[src/rtl/mdu_pkg.sv]
package mdu_pkg;

  localparam int unsigned FN_W = 6;

  typedef enum logic [FN_W-1:0] {
    FN_MFHI  = 6'b010000,
    FN_MTHI  = 6'b010001,
    FN_MFLO  = 6'b010010,
    FN_MTLO  = 6'b010011,
    FN_MULT  = 6'b011000,
    FN_MULTU = 6'b011001,
    FN_DIV   = 6'b011010,
    FN_DIVU  = 6'b011011
  } mdu_fn_e;

  // Sign-correction flags captured when an operation is accepted
  typedef struct packed {
    logic is_div;
    logic neg_prod;
    logic neg_quo;
    logic neg_rem;
    logic den_zero;
  } fix_flags_t;

endpackage

[src/rtl/mdu_opnd_prep.sv]
module mdu_opnd_prep
  import mdu_pkg::*;
#(
  parameter int unsigned W = 32
) (
  input  logic [W-1:0] a_i,
  input  logic [W-1:0] b_i,
  input  logic         signed_i,
  input  logic         is_div_i,
  output logic [W-1:0] mag_a_o,
  output logic [W-1:0] mag_b_o,
  output fix_flags_t   flags_o
);

  logic sa, sb, bz;

  always_comb begin
    sa      = signed_i & a_i[W-1];
    sb      = signed_i & b_i[W-1];
    bz      = (b_i == '0);
    mag_a_o = sa ? (~a_i + 1'b1) : a_i;
    mag_b_o = sb ? (~b_i + 1'b1) : b_i;
    flags_o.is_div   = is_div_i;
    flags_o.neg_prod = ~is_div_i & (sa ^ sb);
    // a zero divisor keeps the all-ones quotient uncorrected
    flags_o.neg_quo  = is_div_i & (sa ^ sb) & ~bz;
    flags_o.neg_rem  = is_div_i & sa;
    flags_o.den_zero = is_div_i & bz;
  end

endmodule

[src/rtl/mdu_iter.sv]
module mdu_iter #(
  parameter int unsigned W = 32
) (
  input  logic         clk,
  input  logic         rst_n,
  input  logic         load_i,
  input  logic         div_i,
  input  logic [W-1:0] mag_a_i,
  input  logic [W-1:0] mag_b_i,
  output logic         active_o,
  output logic         last_o,
  output logic [W-1:0] step_hi_o,
  output logic [W-1:0] step_lo_o
);

  localparam int unsigned CW = $clog2(W + 1);

  logic [W-1:0]  acc_hi_q, acc_hi_d;
  logic [W-1:0]  acc_lo_q, acc_lo_d;
  logic [W-1:0]  opb_q, opb_d;
  logic          div_q, div_d;
  logic          act_q, act_d;
  logic [CW-1:0] cnt_q, cnt_d;

  logic [W:0]    m_sum;
  logic [W:0]    d_shift;
  logic [W+1:0]  d_diff;
  logic          d_fit;
  logic [W-1:0]  nx_hi, nx_lo;
  logic          last;

  // one shift-add or restoring-subtract step
  always_comb begin
    m_sum   = {1'b0, acc_hi_q} + (acc_lo_q[0] ? {1'b0, opb_q} : '0);
    d_shift = {acc_hi_q, acc_lo_q[W-1]};
    d_diff  = {1'b0, d_shift} - {2'b00, opb_q};
    d_fit   = ~d_diff[W+1];
    if (div_q) begin
      nx_hi = d_fit ? d_diff[W-1:0] : d_shift[W-1:0];
      nx_lo = {acc_lo_q[W-2:0], d_fit};
    end else begin
      nx_hi = m_sum[W:1];
      nx_lo = {m_sum[0], acc_lo_q[W-1:1]};
    end
  end

  assign last = act_q && (cnt_q == CW'(W - 1));

  always_comb begin
    acc_hi_d = acc_hi_q;
    acc_lo_d = acc_lo_q;
    opb_d    = opb_q;
    div_d    = div_q;
    act_d    = act_q;
    cnt_d    = cnt_q;
    if (load_i) begin
      acc_hi_d = '0;
      acc_lo_d = mag_a_i;
      opb_d    = mag_b_i;
      div_d    = div_i;
      act_d    = 1'b1;
      cnt_d    = '0;
    end else if (act_q) begin
      acc_hi_d = nx_hi;
      acc_lo_d = nx_lo;
      cnt_d    = cnt_q + 1'b1;
      if (last) act_d = 1'b0;
    end
  end

  always_ff @(posedge clk or negedge rst_n) begin
    if (!rst_n) begin
      acc_hi_q <= '0;
      acc_lo_q <= '0;
      opb_q    <= '0;
      div_q    <= 1'b0;
      act_q    <= 1'b0;
      cnt_q    <= '0;
    end else if (load_i || act_q) begin
      acc_hi_q <= acc_hi_d;
      acc_lo_q <= acc_lo_d;
      opb_q    <= opb_d;
      div_q    <= div_d;
      act_q    <= act_d;
      cnt_q    <= cnt_d;
    end
  end

  assign active_o  = act_q;
  assign last_o    = last;
  assign step_hi_o = nx_hi;
  assign step_lo_o = nx_lo;

  // step counter never passes the iteration count
  p_cnt_range_r7: assert property (@(posedge clk) disable iff (!rst_n)
    act_q |-> (cnt_q < CW'(W)));

  // a new load never lands on a running sequence
  p_load_idle_r8: assert property (@(posedge clk) disable iff (!rst_n)
    load_i |-> !act_q);

endmodule

[src/rtl/mdu_result_fix.sv]
module mdu_result_fix
  import mdu_pkg::*;
#(
  parameter int unsigned W = 32
) (
  input  logic [W-1:0] raw_hi_i,
  input  logic [W-1:0] raw_lo_i,
  input  fix_flags_t   flags_i,
  output logic [W-1:0] hi_o,
  output logic [W-1:0] lo_o
);

  logic [2*W-1:0] prod;

  always_comb begin
    prod = {raw_hi_i, raw_lo_i};
    if (flags_i.neg_prod) prod = ~prod + 1'b1;
    if (flags_i.is_div) begin
      hi_o = flags_i.neg_rem ? (~raw_hi_i + 1'b1) : raw_hi_i;
      lo_o = flags_i.neg_quo ? (~raw_lo_i + 1'b1) : raw_lo_i;
    end else begin
      hi_o = prod[2*W-1:W];
      lo_o = prod[W-1:0];
    end
  end

endmodule

[src/rtl/mdu_top.sv]
module mdu_top
  import mdu_pkg::*;
#(
  parameter int unsigned W = 32
) (
  input  logic         clk,
  input  logic         rst_n,
  input  logic         start_i,
  input  logic [5:0]   func_i,
  input  logic [W-1:0] rs_i,
  input  logic [W-1:0] rt_i,
  output logic         busy_o,
  output logic         stall_o,
  output logic [W-1:0] rd_data_o
);

  // reset: asserted asynchronously, released on a clock edge
  logic rst_meta_q, rst_sync_q;
  always_ff @(posedge clk or negedge rst_n) begin
    if (!rst_n) begin
      rst_meta_q <= 1'b0;
      rst_sync_q <= 1'b0;
    end else begin
      rst_meta_q <= 1'b1;
      rst_sync_q <= rst_meta_q;
    end
  end

  logic is_mul, is_div, is_signed, is_mthi, is_mtlo, is_mfhi, is_mflo;
  logic accept_md, wr_mthi, wr_mtlo;
  logic active, last;
  logic [W-1:0] mag_a, mag_b, step_hi, step_lo, fix_hi, fix_lo;
  fix_flags_t   flags_new, flags_q, flags_d;
  logic [W-1:0] hi_q, hi_d, lo_q, lo_d;
  logic         hi_en, lo_en;

  always_comb begin
    is_mul    = (func_i == FN_MULT) || (func_i == FN_MULTU);
    is_div    = (func_i == FN_DIV)  || (func_i == FN_DIVU);
    is_signed = (func_i == FN_MULT) || (func_i == FN_DIV);
    is_mthi   = (func_i == FN_MTHI);
    is_mtlo   = (func_i == FN_MTLO);
    is_mfhi   = (func_i == FN_MFHI);
    is_mflo   = (func_i == FN_MFLO);
    accept_md = start_i && !active && (is_mul || is_div);
    wr_mthi   = start_i && !active && is_mthi;
    wr_mtlo   = start_i && !active && is_mtlo;
  end

  mdu_opnd_prep #(.W(W)) prep_i (
    .a_i      (rs_i),
    .b_i      (rt_i),
    .signed_i (is_signed),
    .is_div_i (is_div),
    .mag_a_o  (mag_a),
    .mag_b_o  (mag_b),
    .flags_o  (flags_new)
  );

  mdu_iter #(.W(W)) iter_i (
    .clk       (clk),
    .rst_n     (rst_sync_q),
    .load_i    (accept_md),
    .div_i     (is_div),
    .mag_a_i   (mag_a),
    .mag_b_i   (mag_b),
    .active_o  (active),
    .last_o    (last),
    .step_hi_o (step_hi),
    .step_lo_o (step_lo)
  );

  mdu_result_fix #(.W(W)) fix_i (
    .raw_hi_i (step_hi),
    .raw_lo_i (step_lo),
    .flags_i  (flags_q),
    .hi_o     (fix_hi),
    .lo_o     (fix_lo)
  );

  // next-state for flags and the architectural pair
  always_comb begin
    flags_d = accept_md ? flags_new : flags_q;
    hi_en   = last || wr_mthi;
    lo_en   = last || wr_mtlo;
    hi_d    = last ? fix_hi : rs_i;
    lo_d    = last ? fix_lo : rs_i;
  end

  always_ff @(posedge clk or negedge rst_sync_q) begin
    if (!rst_sync_q) begin
      flags_q <= '0;
      hi_q    <= '0;
      lo_q    <= '0;
    end else begin
      if (accept_md) flags_q <= flags_d;
      if (hi_en)     hi_q    <= hi_d;
      if (lo_en)     lo_q    <= lo_d;
    end
  end

  always_comb begin
    busy_o    = active;
    stall_o   = start_i && active && (is_mfhi || is_mflo);
    rd_data_o = '0;
    if (start_i && !active) begin
      if (is_mfhi)      rd_data_o = hi_q;
      else if (is_mflo) rd_data_o = lo_q;
    end
  end

  // an accepted request makes the unit busy on the next cycle
  p_accept_busy_r7: assert property (@(posedge clk) disable iff (!rst_sync_q)
    accept_md |=> busy_o);

  // HI/LO do not move while a sequence runs, except at its final step
  p_hilo_frozen_r8: assert property (@(posedge clk) disable iff (!rst_sync_q)
    (busy_o && !last) |=> ($stable(hi_q) && $stable(lo_q)));

  // a move-to never starts a sequence
  p_move_idle_r10: assert property (@(posedge clk) disable iff (!rst_sync_q)
    (wr_mthi || wr_mtlo) |=> !busy_o);

  // zero divisor finishes with an all-ones quotient
  p_divzero_r6: assert property (@(posedge clk) disable iff (!rst_sync_q)
    (last && flags_q.den_zero) |-> (fix_lo == '1));

  // stalled reads carry no data
  p_stall_nodata_r9: assert property (@(posedge clk) disable iff (!rst_sync_q)
    stall_o |-> (rd_data_o == '0));

endmodule

[config.mk]
export PLATFORM = sky130hd
export DESIGN_NAME = mdu_top
export DESIGN_NICKNAME = d
export VERILOG_FILES = /design/src/rtl/mdu_pkg.sv /design/src/rtl/mdu_opnd_prep.sv /design/src/rtl/mdu_iter.sv /design/src/rtl/mdu_result_fix.sv /design/src/rtl/mdu_top.sv
export SDC_FILE = /design/constraint.sdc
export NUM_CORES = 1
export LEC_CHECK = 0
export BUFFER_PORTS_ARGS = -buffer_cell sky130_fd_sc_hd__buf_2
export CORE_ASPECT_RATIO = 0.5
export CORE_MARGIN = 3
export CORE_UTILIZATION = 23
export CTS_CLUSTER_DIAMETER = 100
export CTS_CLUSTER_SIZE = 12
export DETAILED_ROUTE_END_ITERATION = 8
export GPL_TIMING_DRIVEN = 0
export HOLD_SLACK_MARGIN = 0.02
export PLACE_DENSITY = 0.37
export SYNTH_ARGS = -nofsm -noshare
export SYNTH_HDL_FRONTEND = slang
export SYNTH_HIERARCHICAL = 1
export SYNTH_SLANG_ARGS = --single-unit
[constraint.sdc]
create_clock -name clk -period 6.78 [get_ports clk]
set_input_delay 1.356 -clock clk [delete_from_list [all_inputs] [get_ports clk]]
set_output_delay 1.356 -clock clk [all_outputs]
set_load 0.1 [all_outputs]
==> results.toml <==
[clock_network]
cts_tree = "yes"
cts_buffer_depth = 2
post-cts-setup-buffers = 0
clk_pin_slew_ns = 0.09
cts.sinks = 174
clock-root-buffer = "clkbuf_16"
cts_inserted_buffers = 17
clock_latency_ns = 0.47
htree_levels = 4

[floorplanning]
initial_core_util_pct = 23.6
ios = 107
core_sq_mm = 0.0721
die_y_um = 198
row_count = 69
die_area_sq_mm = 0.0774
die_w_um = 390

[critical_path]
start_kind = "flip-flop"
required_ns = 7.14
critical_path_class = "flip-flop to flip-flop"
cp_max_fo = 10
cp.arrival_ns = 6.76
cp-end-kind = "flip-flop"

[min_path]
hold_class = "flip-flop to asynchronous set/reset pin"

[cells_and_area]
final_util_pct = 27.0
final_nets = 2402
area_growth_pct = 14.6
multi_input_area_sq_mm = 0.0116
final_cells = 3230
fillers = 7972
design_area_sq_mm = 0.0195
drive_above_1_share_pct = 13.6
regArea_sq_mm = 0.00436

[route]
vias = 16500
avgViaCountPerCell = 5.10
routed_wl_um = 74700
first_iter_violations = 1183
ant_nets = 0
route.detailed.drc = 0
wl_per_cell_um = 23.1
drt_first_pass_iters = 5

[grt]
grt_pass1_vias = 16200
grt_pass1_wl_um = 111000
grt_usage_pct = 19.1
grt_antenna_before_repair = 3
grt_max_degree = 55
overflow = 0

[synthesis]
synth_cells = 2130
syn_area_sq_mm = 0.0170
avgSynthCellArea_sq_um = 7.98
syn-num-nets = 2274
yosysWarnings = 6

[timing]
tightest_slew_ns = 1.07
holdWs_ns = 0.270
setup_viol = 0
max_slew_margin_pct = 28.5
finalHoldViolCount = 0
clock_skew_ns = 0.0172
fin_crit_sh_pct = 94.4
drv_slew = 0
min_period_ns = 6.40
max_freq_ghz = 0.156
rsz0062_at_grt = "false"
setup_tns_ns = 0

[power]
leakagePower_nw = 8.12
p_per_area_mw_per_mm2 = 603
ir_drop_uv = 203

[job]
drv_cap = 0

[place]
port_buffers = 105
dpl.hpwl_um = 61000
gp_congestion = 0.903
dp_cells = 3196
dpl_cell_area_sq_mm = 0.0188

[run_status]
outcome = "finished, final reports clean"
metrics by stage:
step	total power, mW	worst slack [ns]
CTS	11.7	0.0263
finish	11.7	0.381
global placement	10.5	-1.66
detailed placement	10.4	-0.385
floorplan	7.76	1.57
global route	12.7	0.0226
worst max-delay path: stages (launching register included):
cell	delay (ns)
dfrtp_1	0.51
ha_1	0.33
buf_2	0.17
inv_1	0.07
nor2_1	0.21
nand4_1	0.19
or4_1	0.61
a211oi_2	0.64
nor2_1	0.43
buf_2	0.35
nand2_1	0.10
a31oi_1	0.22
or4_1	0.74
nor3_1	0.41
or4b_2	0.62
a31oi_1	0.18
a21oi_1	0.07
xor2_1	0.25
nand2_1	0.09
o311ai_1	0.10
where the power goes:
part / switching, mW / internal (mW)
Sequential: 0.508 / 1.56
Combinational: 5.46 / 3.06
Clock: 0.531 / 0.633
flip-flops by register name, indices dropped and copies added, names as in the netlist:
name             count
iter_i/acc_lo_q     32
flags_q              4
iter_i/active_o      1
iter_i/opb_q        32
iter_i/acc_hi_q     32
rst_meta_q           1
iter_i/div_q         1
lo_q                32
hi_q                32
iter_i/cnt_q         6
rst_sync_q           1
cells in the final DEF (no fill, tap or decap), drive strengths merged, types with 6 or more instances in the layout:
cell type and instances:
nor4 14, nand2 241, or4 22, a21oi 90
o21a 21, a31oi 31, nor3b 6, ha 69
and2 40, buf 159, o41ai 30, nand2b 11
a21o 26, mux2 39, inv 136, and3 11
or2 12, nand3 94, nor3 36, xor2 62
dfrtp 174, o211ai 8, o21ai 157, nor2 185
xnor2 107, nand4b 6, a211oi 8, o31ai 24
o21bai 10, nand4 24, mux2i 85, o311ai 66
or3 20, nor2b 44, o22ai 7, clkbuf 102
o211a 6
worst paths after layout:
path | from | to | slack, ns | cells after the start
worst max-delay path | iter_i/acc_hi_q[25] | hi_q[25] | 0.38 | 19
worst min-delay path | rst_sync_q | iter_i/opb_q[26] | 0.27 | 0
worst max register to register | iter_i/acc_hi_q[25] | hi_q[25] | 0.38 | 19
worst min register to register | rst_sync_q | iter_i/opb_q[26] | 0.27 | 0
max in group asynchronous | rst_sync_q | lo_q[12] | 5.22 | 3
min in group clk | rst_meta_q | rst_sync_q | 0.35 | 0
what timing repair did:
item / CTS / global route
setup endpoints to repair: 32 / 21
hold endpoints to repair: 0 / 0
gates resized for setup: 1 / 6
hold buffers: 0 / 0
metal layers:
metal	vias up	global-route usage [%]	share of wire [%]	wire length, um
met1	8174	28.3	51	37800
met4	2	2.82	1.1	793
met3	35	2.27	3.7	2800
li1	7924	-	-	-
met2	339	30.3	45	33200
met5	-	0	0.017	13
final cells by class:
class | instances | area share, %
flip-flops and latches | 174 | 22.4
clock inverters | 15 | 1.12
plain buffers | 135 | 3.26
well taps | 958 | 6.15
diodes | 1 | 0.0128
clock buffers | 17 | 2.18
repair buffers | 109 | 3.15
inverters | 127 | 2.45
multi-input cells | 1694 | 59.3
Power figures use the tool's default switching activity.
